$ cat src/rtl/refresh_pkg.sv
package refresh_pkg;
  typedef enum logic [2:0] {
    S_PAUSE, S_INIT, S_RUN, S_PRE, S_SELF, S_PRECH, S_POST
  } sched_st_t;
endpackage

$ cat src/rtl/refresh_pace.sv
module refresh_pace #(
  parameter int INTERVAL_CYC = 1560,
  parameter int MAX_PEND     = 4,
  localparam int TW = $clog2(INTERVAL_CYC),
  localparam int PW = $clog2(MAX_PEND + 1)
) (
  input  logic          clk_i,
  input  logic          rst_ni,
  input  logic          run_i,
  input  logic          ack_i,
  output logic [PW-1:0] pend_o,
  output logic          ovf_o
);
  localparam logic [TW-1:0] TLAST = TW'(INTERVAL_CYC - 1);
  localparam logic [PW-1:0] PMAX  = PW'(MAX_PEND);

  logic [TW-1:0] tmr;
  logic          tick, take;

  assign tick = run_i && (tmr == TLAST);
  assign take = ack_i && (pend_o != '0);

  always_ff @(posedge clk_i or negedge rst_ni) begin
    if (!rst_ni) begin
      tmr    <= '0;
      pend_o <= '0;
      ovf_o  <= 1'b0;
    end else if (!run_i) begin
      tmr    <= '0;
      pend_o <= '0;
    end else begin
      tmr <= tick ? '0 : tmr + 1'b1;
      if (tick && !take) begin
        if (pend_o == PMAX) ovf_o <= 1'b1;
        else                pend_o <= pend_o + 1'b1;
      end else if (take && !tick) begin
        pend_o <= pend_o - 1'b1;
      end
    end
  end

  a_r4_pend_bound: assert property (@(posedge clk_i) disable iff (!rst_ni)
    pend_o <= PMAX);
  a_r5_ovf_sticky: assert property (@(posedge clk_i) disable iff (!rst_ni)
    ovf_o |=> ovf_o);
  a_r4_idle_empty: assert property (@(posedge clk_i) disable iff (!rst_ni)
    !run_i |=> (pend_o == '0));
endmodule

$ cat src/rtl/row_sweep.sv
module row_sweep #(
  parameter int ROWS = 2048,
  localparam int CW = $clog2(ROWS + 1)
) (
  input  logic clk_i,
  input  logic rst_ni,
  input  logic clr_i,
  input  logic ack_i,
  output logic done_o
);
  logic [CW-1:0] cnt;

  assign done_o = (cnt == CW'(ROWS));

  always_ff @(posedge clk_i or negedge rst_ni) begin
    if (!rst_ni)              cnt <= '0;
    else if (clr_i)           cnt <= '0;
    else if (ack_i && !done_o) cnt <= cnt + 1'b1;
  end

  a_r6_done_holds: assert property (@(posedge clk_i) disable iff (!rst_ni)
    done_o && !clr_i |=> done_o);
endmodule

$ cat src/rtl/refresh_sched.sv
module refresh_sched
  import refresh_pkg::*;
#(
  parameter int CLK_MHZ      = 100,
  parameter int PAUSE_CYC    = CLK_MHZ * 200,
  parameter int INIT_CYCLES  = 8,
  parameter int INTERVAL_CYC = (CLK_MHZ * 156) / 10,
  parameter int SR_HOLD_CYC  = CLK_MHZ * 100,
  parameter int SR_PRE_CYC   = (CLK_MHZ * 90 + 999) / 1000,
  parameter int ROWS         = 2048,
  parameter int MAX_PEND     = 4
) (
  input  logic clk_i,
  input  logic rst_ni,
  input  logic sr_cmd_i,
  input  logic ref_ack_i,
  output logic ref_req_o,
  output logic ready_o,
  output logic sr_active_o,
  output logic ovf_o
);
  localparam int DMAX0 = (PAUSE_CYC > SR_HOLD_CYC) ? PAUSE_CYC : SR_HOLD_CYC;
  localparam int DMAX  = (DMAX0 > SR_PRE_CYC) ? DMAX0 : SR_PRE_CYC;
  localparam int DW    = $clog2(DMAX + 1);
  localparam int IW    = $clog2(INIT_CYCLES + 1);
  localparam int PW    = $clog2(MAX_PEND + 1);
  localparam logic [DW-1:0] PAUSE_LAST = DW'(PAUSE_CYC - 1);
  localparam logic [DW-1:0] HOLD_LAST  = DW'(SR_HOLD_CYC - 1);
  localparam logic [DW-1:0] PRE_LAST   = DW'(SR_PRE_CYC - 1);
  localparam logic [IW-1:0] INIT_LAST  = IW'(INIT_CYCLES - 1);

  sched_st_t     st;
  logic [DW-1:0] dly;
  logic [IW-1:0] init_cnt;
  logic [PW-1:0] pend;
  logic          run, sweep_done, ack_ok;

  assign run       = (st == S_RUN);
  assign ack_ok    = ref_ack_i && ref_req_o;
  assign ref_req_o = (st == S_INIT) || (st == S_PRE) || (st == S_POST) ||
                     (run && (pend != '0));
  assign ready_o     = (st != S_PAUSE) && (st != S_INIT);
  assign sr_active_o = (st == S_SELF);

  refresh_pace #(.INTERVAL_CYC(INTERVAL_CYC), .MAX_PEND(MAX_PEND)) u_pace (
    .clk_i, .rst_ni, .run_i(run), .ack_i(ref_ack_i && run),
    .pend_o(pend), .ovf_o(ovf_o)
  );

  row_sweep #(.ROWS(ROWS)) u_sweep (
    .clk_i, .rst_ni, .clr_i(!run), .ack_i(ack_ok && run), .done_o(sweep_done)
  );

  always_ff @(posedge clk_i or negedge rst_ni) begin
    if (!rst_ni) begin
      st       <= S_PAUSE;
      dly      <= '0;
      init_cnt <= '0;
    end else begin
      unique case (st)
        S_PAUSE: if (dly == PAUSE_LAST) begin st <= S_INIT; dly <= '0; end
                 else dly <= dly + 1'b1;
        S_INIT:  if (ref_ack_i) begin
                   init_cnt <= init_cnt + 1'b1;
                   if (init_cnt == INIT_LAST) st <= S_RUN;
                 end
        S_RUN:   if (sr_cmd_i && sweep_done) st <= S_PRE;
        S_PRE:   if (ref_ack_i) begin st <= S_SELF; dly <= '0; end
        S_SELF:  if (dly == HOLD_LAST) begin
                   if (!sr_cmd_i) begin st <= S_PRECH; dly <= '0; end
                 end else dly <= dly + 1'b1;
        S_PRECH: if (dly == PRE_LAST) begin st <= S_POST; dly <= '0; end
                 else dly <= dly + 1'b1;
        S_POST:  if (ref_ack_i) st <= S_RUN;
        default: st <= S_PAUSE;
      endcase
    end
  end

  a_r1_quiet_pause: assert property (@(posedge clk_i) disable iff (!rst_ni)
    (st == S_PAUSE) |-> !ref_req_o && !ready_o);
  a_r2_ready_on_ack: assert property (@(posedge clk_i) disable iff (!rst_ni)
    $rose(ready_o) |-> $past(ref_ack_i));
  a_r10_ready_holds: assert property (@(posedge clk_i) disable iff (!rst_ni)
    ready_o |=> ready_o);
  a_r6_entry_gated: assert property (@(posedge clk_i) disable iff (!rst_ni)
    (st == S_PRE) && ($past(st) == S_RUN) |-> $past(sweep_done && sr_cmd_i));
  a_r7_refresh_first: assert property (@(posedge clk_i) disable iff (!rst_ni)
    $rose(sr_active_o) |-> $past(ref_ack_i && ref_req_o));
  a_r8_min_hold: assert property (@(posedge clk_i) disable iff (!rst_ni)
    sr_active_o && (dly != HOLD_LAST) |=> sr_active_o);
  a_r9_quiet_exit: assert property (@(posedge clk_i) disable iff (!rst_ni)
    $fell(sr_active_o) |-> !ref_req_o);
endmodule

$ cat config.mk
export PLATFORM = sky130hd
export DESIGN_NAME = refresh_sched
export DESIGN_NICKNAME = d
export VERILOG_FILES = /design/src/rtl/refresh_pkg.sv /design/src/rtl/refresh_pace.sv /design/src/rtl/row_sweep.sv /design/src/rtl/refresh_sched.sv
export SDC_FILE = /design/constraint.sdc
export NUM_CORES = 1
export LEC_CHECK = 0
export ABC_AREA = 1
export CORE_MARGIN = 3
export CORE_UTILIZATION = 62
export DETAILED_ROUTE_END_ITERATION = 10
export HOLD_SLACK_MARGIN = 0.02
export PLACE_DENSITY = 0.85
export REMOVE_ABC_BUFFERS = 1
export SKIP_CTS_REPAIR_TIMING = 1
export SLEW_MARGIN = 0
export SYNTH_ARGS = -nofsm -noshare
export SYNTH_HDL_FRONTEND = slang
export SYNTH_SLANG_ARGS = --single-unit
export TNS_END_PERCENT = 50
$ cat constraint.sdc
create_clock -name clk_i -period 3 [get_ports clk_i]
set_clock_uncertainty 0.05 [all_clocks]
set_input_delay 0.9 -clock clk_i [delete_from_list [all_inputs] [get_ports clk_i]]
set_output_delay 0.9 -clock clk_i [all_outputs]
set_load 0.005 [all_outputs]
* Word-level counts from Yosys, hierarchy flattened
Cells that the tools add are included.
** Operators by class
- $add $sub $neg :: 6
- Multipliers :: 0
- Div/mod/pow operators :: 0
- $lt $le $gt $ge :: 0
- Equality and inequality tests :: 27
- Shift operators :: 0
- Mux-type cells :: 24
- Bitwise gates (word level) :: 0
- Reductions and logical operators :: 26
** Operators by type and width (count)
- 2-to-1 mux 15 bit :: 5
- case mux 15 bit (4 select lines) :: 1
- 2-to-1 mux 3 bit :: 13
- 2-to-1 mux 12 bit :: 2
- 2-to-1 mux 11 bit :: 2
- case mux 3 bit (7 select lines) :: 1
- adder 15 x 1 -> 15 bit, second input constant :: 1
- equality test 15 x 14 -> 1 bit, second input constant :: 1
- equality test 15 bit, second input constant :: 1
- equality test 15 x 4 -> 1 bit, second input constant :: 1
- adder 12 x 1 -> 12 bit, second input constant :: 1
- equality test 12 bit, second input constant :: 1
- equality test 3 bit, second input constant :: 4
- inequality test 2 bit, second input constant :: 6
- adder 11 x 1 -> 11 bit, second input constant :: 1
- equality test 11 bit, second input constant :: 1
- logical AND 1 bit :: 11
- AND reduction 9 bit :: 1
- inequality test 2 x 1 -> 1 bit, second input constant :: 4
- equality test 3 x 2 -> 1 bit, second input constant :: 2
- inequality test 3 x 1 -> 1 bit, second input constant :: 2
- inequality test 3 bit, second input constant :: 2
- AND reduction 3 bit :: 2
- nonzero test 3 bit :: 2
- 10 further kinds :: 15
** Word-level totals
- Register bits after elaboration :: 49
- Bits in latches :: 0
- RAM bits :: 0
- Memory bits (read-only) :: 0
- Input bits :: 4
- Output and inout port bits :: 4
- Word-level logic and storage cells :: 90
- Memories :: 0

* Longest topological paths before layout
Gate-level depths: netlist (run 1).
- Word-level depth :: 9
- Gate-level depth with buffers :: 17
- Mapped depth without buffers :: 17

* Cells and area by module
Synthesis (run 1) repeated with hierarchy kept, for this count alone.
** Unflattened totals
- Cell total of the unflattened synthesis :: 515
- Area total of the unflattened synthesis :: 3537.1 um^2
** By module, submodules not included
- refresh_sched :: times used 1, cells an instance 286, area each 1850.5 um^2, seq. area each 550.5 um^2
- refresh_pace :: times used 1, cells an instance 115, area each 882.1 um^2, seq. area each 375.4 um^2
- row_sweep :: times used 1, cells an instance 114, area each 804.5 um^2, seq. area each 300.3 um^2

* Worst setup path after synthesis (run 1)
No wires, ideal clock.
- Path type :: input to register
- Start point :: input ref_ack_i
- End point :: register u_pace.pend_o[2]
- Setup time :: 118 ps
- Data arrival time :: 2075 ps
- Data required time :: 2832 ps
- Path slack :: 757 ps
- Stages on the path :: 12
- Buffers on the path :: 0
- Cells stage by stage :: inv_1 > nor2_1 > inv_1 > nand2_1 > nor2_1 > fa_1 > xor2_1 > nand3_1 > nand2_1 > inv_1 > nand3_1 > nand2_1
** On the way
- Word-level cells in the longest chain between the ends :: 6
- Elaborated cells on any way between the ends :: 10
- Classes of those cells :: 2 x eq/ne; 2 x mux; 6 x reduce/logical
** Ends and longest elaborated chain
- from (decl) :: line refresh_sched.sv:16 : input logic ref_ack_i,
- logical AND 1 bit (*) :: line refresh_sched.sv:46 : .clk_i, .rst_ni, .run_i(run), .ack_i(ref_ack_i && run),
- logical AND 1 bit (*) :: line refresh_pace.sv:21 : assign take = ack_i && (pend_o != '0);
- logical NOT 1 bit :: line refresh_pace.sv:33 : if (tick && !take) begin
- logical AND 1 bit :: line refresh_pace.sv:33
- inequality test 3 bit (no line), or another cell as far along
- AND reduction 2 bit (no line) or 2-to-1 mux 3 bit (tied branches)
- to (signal assigned) :: line refresh_pace.sv:35 : else pend_o <= pend_o + 1'b1;
- to (signal assigned) :: line refresh_pace.sv:37 : pend_o <= pend_o - 1'b1;
- to (decl) :: line refresh_pace.sv:11 : output logic [PW-1:0] pend_o,
Every way passes the cells marked *; elsewhere a longest branch is shown, timed or not.
A chain may end at the register's enable or synchronous reset.

* Worst setup path in the final report (run 1)
- Start point :: register st[0]
- End point :: output sr_active_o
** On the way
- Word-level cells in the longest chain between the ends :: 1
** Ends and longest elaborated chain
- from (decl) :: line refresh_sched.sv:32 : sched_st_t st;
- from (signal assigned) :: line refresh_sched.sv:56 : st <= S_PAUSE;
- from (signal assigned) :: line refresh_sched.sv:61 : S_PAUSE: if (dly == PAUSE_LAST) begin st <= S_INIT; dly <= '0; end
- from (signal assigned) :: line refresh_sched.sv:65 : if (init_cnt == INIT_LAST) st <= S_RUN;
- equality test 3 bit :: line refresh_sched.sv:43 : assign sr_active_o = (st == S_SELF);
- to (decl) :: line refresh_sched.sv:19 : output logic sr_active_o,
Every way passes these cells.

==> flow_summary.toml, run 1 <==
[logic_synthesis]
synth-edff-count = 0
ys_seq_area_frac = 0.377
ys.warnings.count = 0
synthFlopType = "dfrtp_1"
synth_top_cells_by_area = "dfrtp_1, nand2_1, nand3_1"
synth_seq_cells = 49
avgSynthCellArea_um2 = 6.81
syn_area_um2 = 3250
synthArstFlopShare = 1.00
synth_cells = 477
synth_top_area_cell = "dfrtp_1"
synth.top_cell.area_share = 0.377
synth_cell_types = 29

[critical_path]
path_class = "reg -> out"
endpoint_kind = "output pin"
cp-start-kind = "register"
crit_path_max_fanout = 7
required_ps = 2050
reg2reg_from = "st[0]$_DFFE_PN0P_"
crit_arrival_ps = 1880
crit_path_start = "st[0]$_DFFE_PN0P_"
reg2reg_slack_ps = 560

[clocking]
h-tree-depth = 2
clk_pin_slew_ps = 90
worstSkewPairLatency_ps = 300
cts_max_path_buffers = 2
cts-root-buf = "clkbuf_8"
numCtsBuffers = 5
cts_sinks = 49
cts_tree = "done"

[sta]
hold_viol = 0
rsz0062_at_grt = "no"
setup_ws_ps = 168
finalSetupViolations = 0
slew_headroom = 0.555
timing.fmax_mhz = 353
max_slew.worst_pin.slew_ps = 668
period_share = 0.944
fin_crit_ps = 2830
setup_tns_ps = 0
finalMaxSlewViolations = 0

[floorplan]
dieHeight_um = 78.4
rows = 25
io_pins = 8
die-area_um2 = 6150
die_w_um = 78.4
initial_utilization = 0.666
core_area_um2 = 4880

[layout]
layout_common_cells = "nand2_1, nand3_1, inv_1"
drive_above_1_share = 0.0447
syn_to_final_growth_pct = 8.66
fin_nets = 506
post-route-cell-area_um2 = 3530
mostFrequentLayoutCell = "nand2_1"
diodes = 0

[route]
via_count = 3115
drc = 0
wl_per_cell_um = 13.0
drt-initial-drc-count = 276
postRouteAntennaNets = 0
dr.pass1.iters = 5
viasPerCell = 5.57
routed_wl_um = 7250

[flow_run]
cap_viol_max_count = 0

[global_routing]
overflow = 0
grt_pass1_wl_um = 13100
grt_max_degree = 31
antenna_found_initial = 0
grt_use_total = 0.263
grt_pass1_vias = 3022

[status]
status = "completed"

[power_and_ir_drop]
power_density_nw_per_um2 = 332
ir_drop_v = 0.000288
p_leak_nw = 1.72

[worst_hold_path]
min_path_type = "reg -> reg"
min_from = "u_pace.tmr[0]$_DFF_PN0_"

[placement]
dp_slack_ps = -0.346
dpl.hpwl_um = 5430
gp_congestion = 0.932
placed_cell_area_um2 = 3410
port-buffer-count = 7
[where the power goes]
| part | internal, mW | switching (mW) | leakage (nW) |
|---|---|---|---|
| Sequential | 0.660 | 0 | 0.665 |
| Combinational | 0.00568 | 0.0156 | 0.997 |
| Clock | 0.272 | 0.218 | 0.0585 |
| Total | 0.938 | 0.234 | 1.72 |
[final cells by class]
cell class / instances / area, µm²
multi-input cells: 353 / 1740
fillers: 407 / 1350
flip-flops and latches: 49 / 1230
inverters: 69 / 259
repair buffers: 13 / 110
clock buffers: 7 / 86.3
well taps: 67 / 83.8
clock inverters: 1 / 30.0
[routing by layer]
metal / global-route usage / up-vias / wire [µm]
met5: 0 / - / 0
met2: 0.455 / 83 / 3630
met3: 0.0401 / 8 / 319
met4: 0.0857 / 0 / 70
met1: 0.337 / 1455 / 3240
li1: - / 1569 / -
[stage by stage]
| step | hold WS (ps) | utilization | power [mW] | instances |
|---|---|---|---|---|
| finish | 415 | 0.724 | 1.17 | 559 |
| detailed placement | 408 | 0.700 | 0.695 | 551 |
| floorplan | 383 | - | 0.675 | 471 |
| global placement | 398 | 0.700 | 0.695 | 551 |
| CTS | 424 | 0.724 | 1.18 | 559 |
| global route | 439 | 0.724 | 1.21 | 559 |
[path summary, 6_finish.rpt]
path / to / cells after the start
setup / recovery: sr_active_o / 5
hold / removal: u_pace.tmr[0]$_DFF_PN0_ / 1
setup reg to reg: u_pace.pend_o[2]$_DFFE_PN0P_ / 16
hold reg to reg: u_pace.tmr[0]$_DFF_PN0_ / 1
max in group asynchronous: init_cnt[0]$_DFFE_PN0P_ / 2
min in group asynchronous: u_pace.tmr[9]$_DFF_PN0_ / 1
[flip-flops by register name, summed over array words and instances (netlist names)]
signal / cells
st: 3
u_pace.tmr: 11
u_pace.pend_o: 3
u_sweep.cnt: 12
init_cnt: 4
u_pace.ovf_o: 1
dly: 15
[synth_stat cells, types with 2 or more instances]
cell type / number
o21bai_1: 2
o21ai_0: 8
nor3_1: 11
o21ai_1: 7
a21oi_1: 12
o211ai_1: 2
a31oi_1: 3
nor3b_1: 4
nor2_1: 58
dfrtp_1: 49
nand2_1: 131
nor2_2: 2
xor2_1: 8
nand4_1: 16
ha_1: 10
inv_1: 65
xnor2_1: 4
buf_2: 5
nand3_1: 68
inv_2: 3
[cell families (layout without fill, tap and decap cells)]
family | Yosys count | in the layout | synth area share
AO/OA/AOI/OAI | 36 | 36 | 0.0616
adder cells (fa/ha/maj) | 11 | 11 | 0.0447
XOR/XNOR | 12 | 12 | 0.0323
multiplexers | 1 | 1 | 0.00347
flip-flops | 49 | 49 | 0.377
AND/OR/NAND/NOR | 293 | 293 | 0.392
buffers and inverters | 75 | 90 | 0.0886
[worst max-delay path: stages (launching register included)]
cell and delay [ps]:
dfrtp_1 420, inv_1 100, ha_1 170, nand2_1 120
inv_1 220, clkdlybuf4s50_1 550
(Power assumes the default switching activity.)
==> run 2, diff against run 1 <==
--- a/config.mk
+++ b/config.mk
@@ -6,9 +6,12 @@
 export NUM_CORES = 1
 export LEC_CHECK = 0
 export ABC_AREA = 1
+export CELL_PAD_IN_SITES_DETAIL_PLACEMENT = 1
+export CELL_PAD_IN_SITES_GLOBAL_PLACEMENT = 1
 export CORE_MARGIN = 3
-export CORE_UTILIZATION = 62
+export CORE_UTILIZATION = 45
 export DETAILED_ROUTE_END_ITERATION = 10
+export GPL_TIMING_DRIVEN = 1
 export HOLD_SLACK_MARGIN = 0.02
 export PLACE_DENSITY = 0.85
 export REMOVE_ABC_BUFFERS = 1
==> flow_summary.toml, run 2 (synthesized netlist as in run 1, its figures left out) <==
[status]
status = "completed"

[critical_path]
reg2reg_slack_ps = 460
reg2reg_from = "st[0]$_DFFE_PN0P_"
cp-start-kind = "register"
path_class = "reg -> out"
endpoint_kind = "output pin"
r2r_end = "u_pace.pend_o[2]$_DFFE_PN0P_"
required_ps = 2050
crit_path_max_fanout = 7
worstRegToRegCells = 16
crit_path_start = "st[0]$_DFFE_PN0P_"
crit_arrival_ps = 1920

[floorplan]
initial_utilization = 0.470
dieHeight_um = 91.0
core_area_um2 = 6910
die_w_um = 91.0
rows = 30
die-area_um2 = 8280
io_pins = 8

[clocking]
worstSkewPairLatency_ps = 310
cts_max_path_buffers = 2
clk_pin_slew_ps = 90
cts_tree = "done"
cts-root-buf = "clkbuf_8"
numCtsBuffers = 5
cts_sinks = 49
h-tree-depth = 2

[route]
viasPerCell = 5.29
drt-initial-drc-count = 88
via_count = 3110
drc = 0
dr.pass1.iters = 4
routed_wl_um = 8570
postRouteAntennaNets = 0
wl_per_cell_um = 14.6

[sta]
rsz0062_at_grt = "no"
finalSetupViolations = 0
slew_headroom = 0.551
fin_crit_ps = 2870
timing.fmax_mhz = 349
timing.hold.ws_ps = 354
setup_tns_ps = 0
hold_viol = 0
period_share = 0.956
finalMaxSlewViolations = 0
max_slew.worst_pin.slew_ps = 669
setup_ws_ps = 131

[global_routing]
antenna_found_initial = 0
grt_pass1_vias = 3296
overflow = 0
grt_pass1_wl_um = 15200
grt_max_degree = 28
grt_use_total = 0.221

[placement]
dp_slack_ps = -20.2
dpl.hpwl_um = 6580
placed_cell_area_um2 = 3460
dpl.cell_count = 581
gp_congestion = 0.932
port-buffer-count = 7

[layout]
mostFrequentLayoutCell = "nand2_1"
diodes = 0
post-route-util = 0.513
fin_nets = 508
post-route-cell-area_um2 = 3540
largest_reg_flops = 15
regMostFlops = "dly"
top_regs = "dly x15, u_sweep.cnt x12, u_pace.tmr x11"
syn_to_final_growth_pct = 8.93
layout_common_cells = "nand2_1, nand3_1, inv_1"
drive_above_1_share = 0.0467
final_cell_count_no_fill = 588

[power_and_ir_drop]
power_mw = 1.06
p_leak_nw = 1.71
ir_drop_v = 0.000174
power_density_nw_per_um2 = 299

[flow_run]
cap_viol_max_count = 0

[worst_hold_path]
min_path_type = "in -> async"
run 2: changes by cell type in the layout (fill, tap and decap cells not counted):
cell,delta
buf_4,+2
bufinv_16,-1
clkbuf_1,-1
clkbuf_8,-1
clkinv_2,+1
run 2: per-layer routing:
layer | global-route usage | vias up | share of wire
li1 | - | 1567 | -
met1 | 0.275 | 1492 | 0.46
met2 | 0.397 | 31 | 0.50
met3 | 0.0257 | 20 | 0.016
met4 | 0.0729 | 0 | 0.023
met5 | 0 | - | 0
run 2: area by class of cell:
cell class                      instances  area, µm²
Fill cell                             946       3370
Sequential cell                        49       1230
Timing Repair Buffer                   15        125
Inverter                               69        259
Multi-Input combinational cell        353       1740
Clock inverter                          1       5.00
Tap cell                               96        120
Clock buffer                            5       68.8
run 2: worst max-delay path, stage by stage, from the launching register on:
cell and delay [ps]:
dfrtp_1 430, inv_1 100, ha_1 170, nand2_1 130, inv_1 240, clkdlybuf4s50_1 550
run 2: report_power, final:
| part | internal, mW | switching [mW] | total [mW] |
|---|---|---|---|
| Clock | 0.154 | 0.224 | 0.378 |
| Sequential | 0.660 | 0 | 0.660 |
| Combinational | 0.00573 | 0.0165 | 0.0222 |
| Total | 0.820 | 0.240 | 1.06 |
run 2: how the worst max path moves through the flow:
stage                     slack, ps  depth (start not counted)                            to
after floorplan                 360                         16  u_pace.pend_o[2]$_DFFE_PN0P_
after global placement          150                         13  u_pace.pend_o[2]$_DFFE_PN0P_
after detailed placement        -20                         13  u_pace.pend_o[2]$_DFFE_PN0P_
after CTS                       100                          5                   sr_active_o
after global routing              5                          5                   sr_active_o
final                           130                          5                   sr_active_o
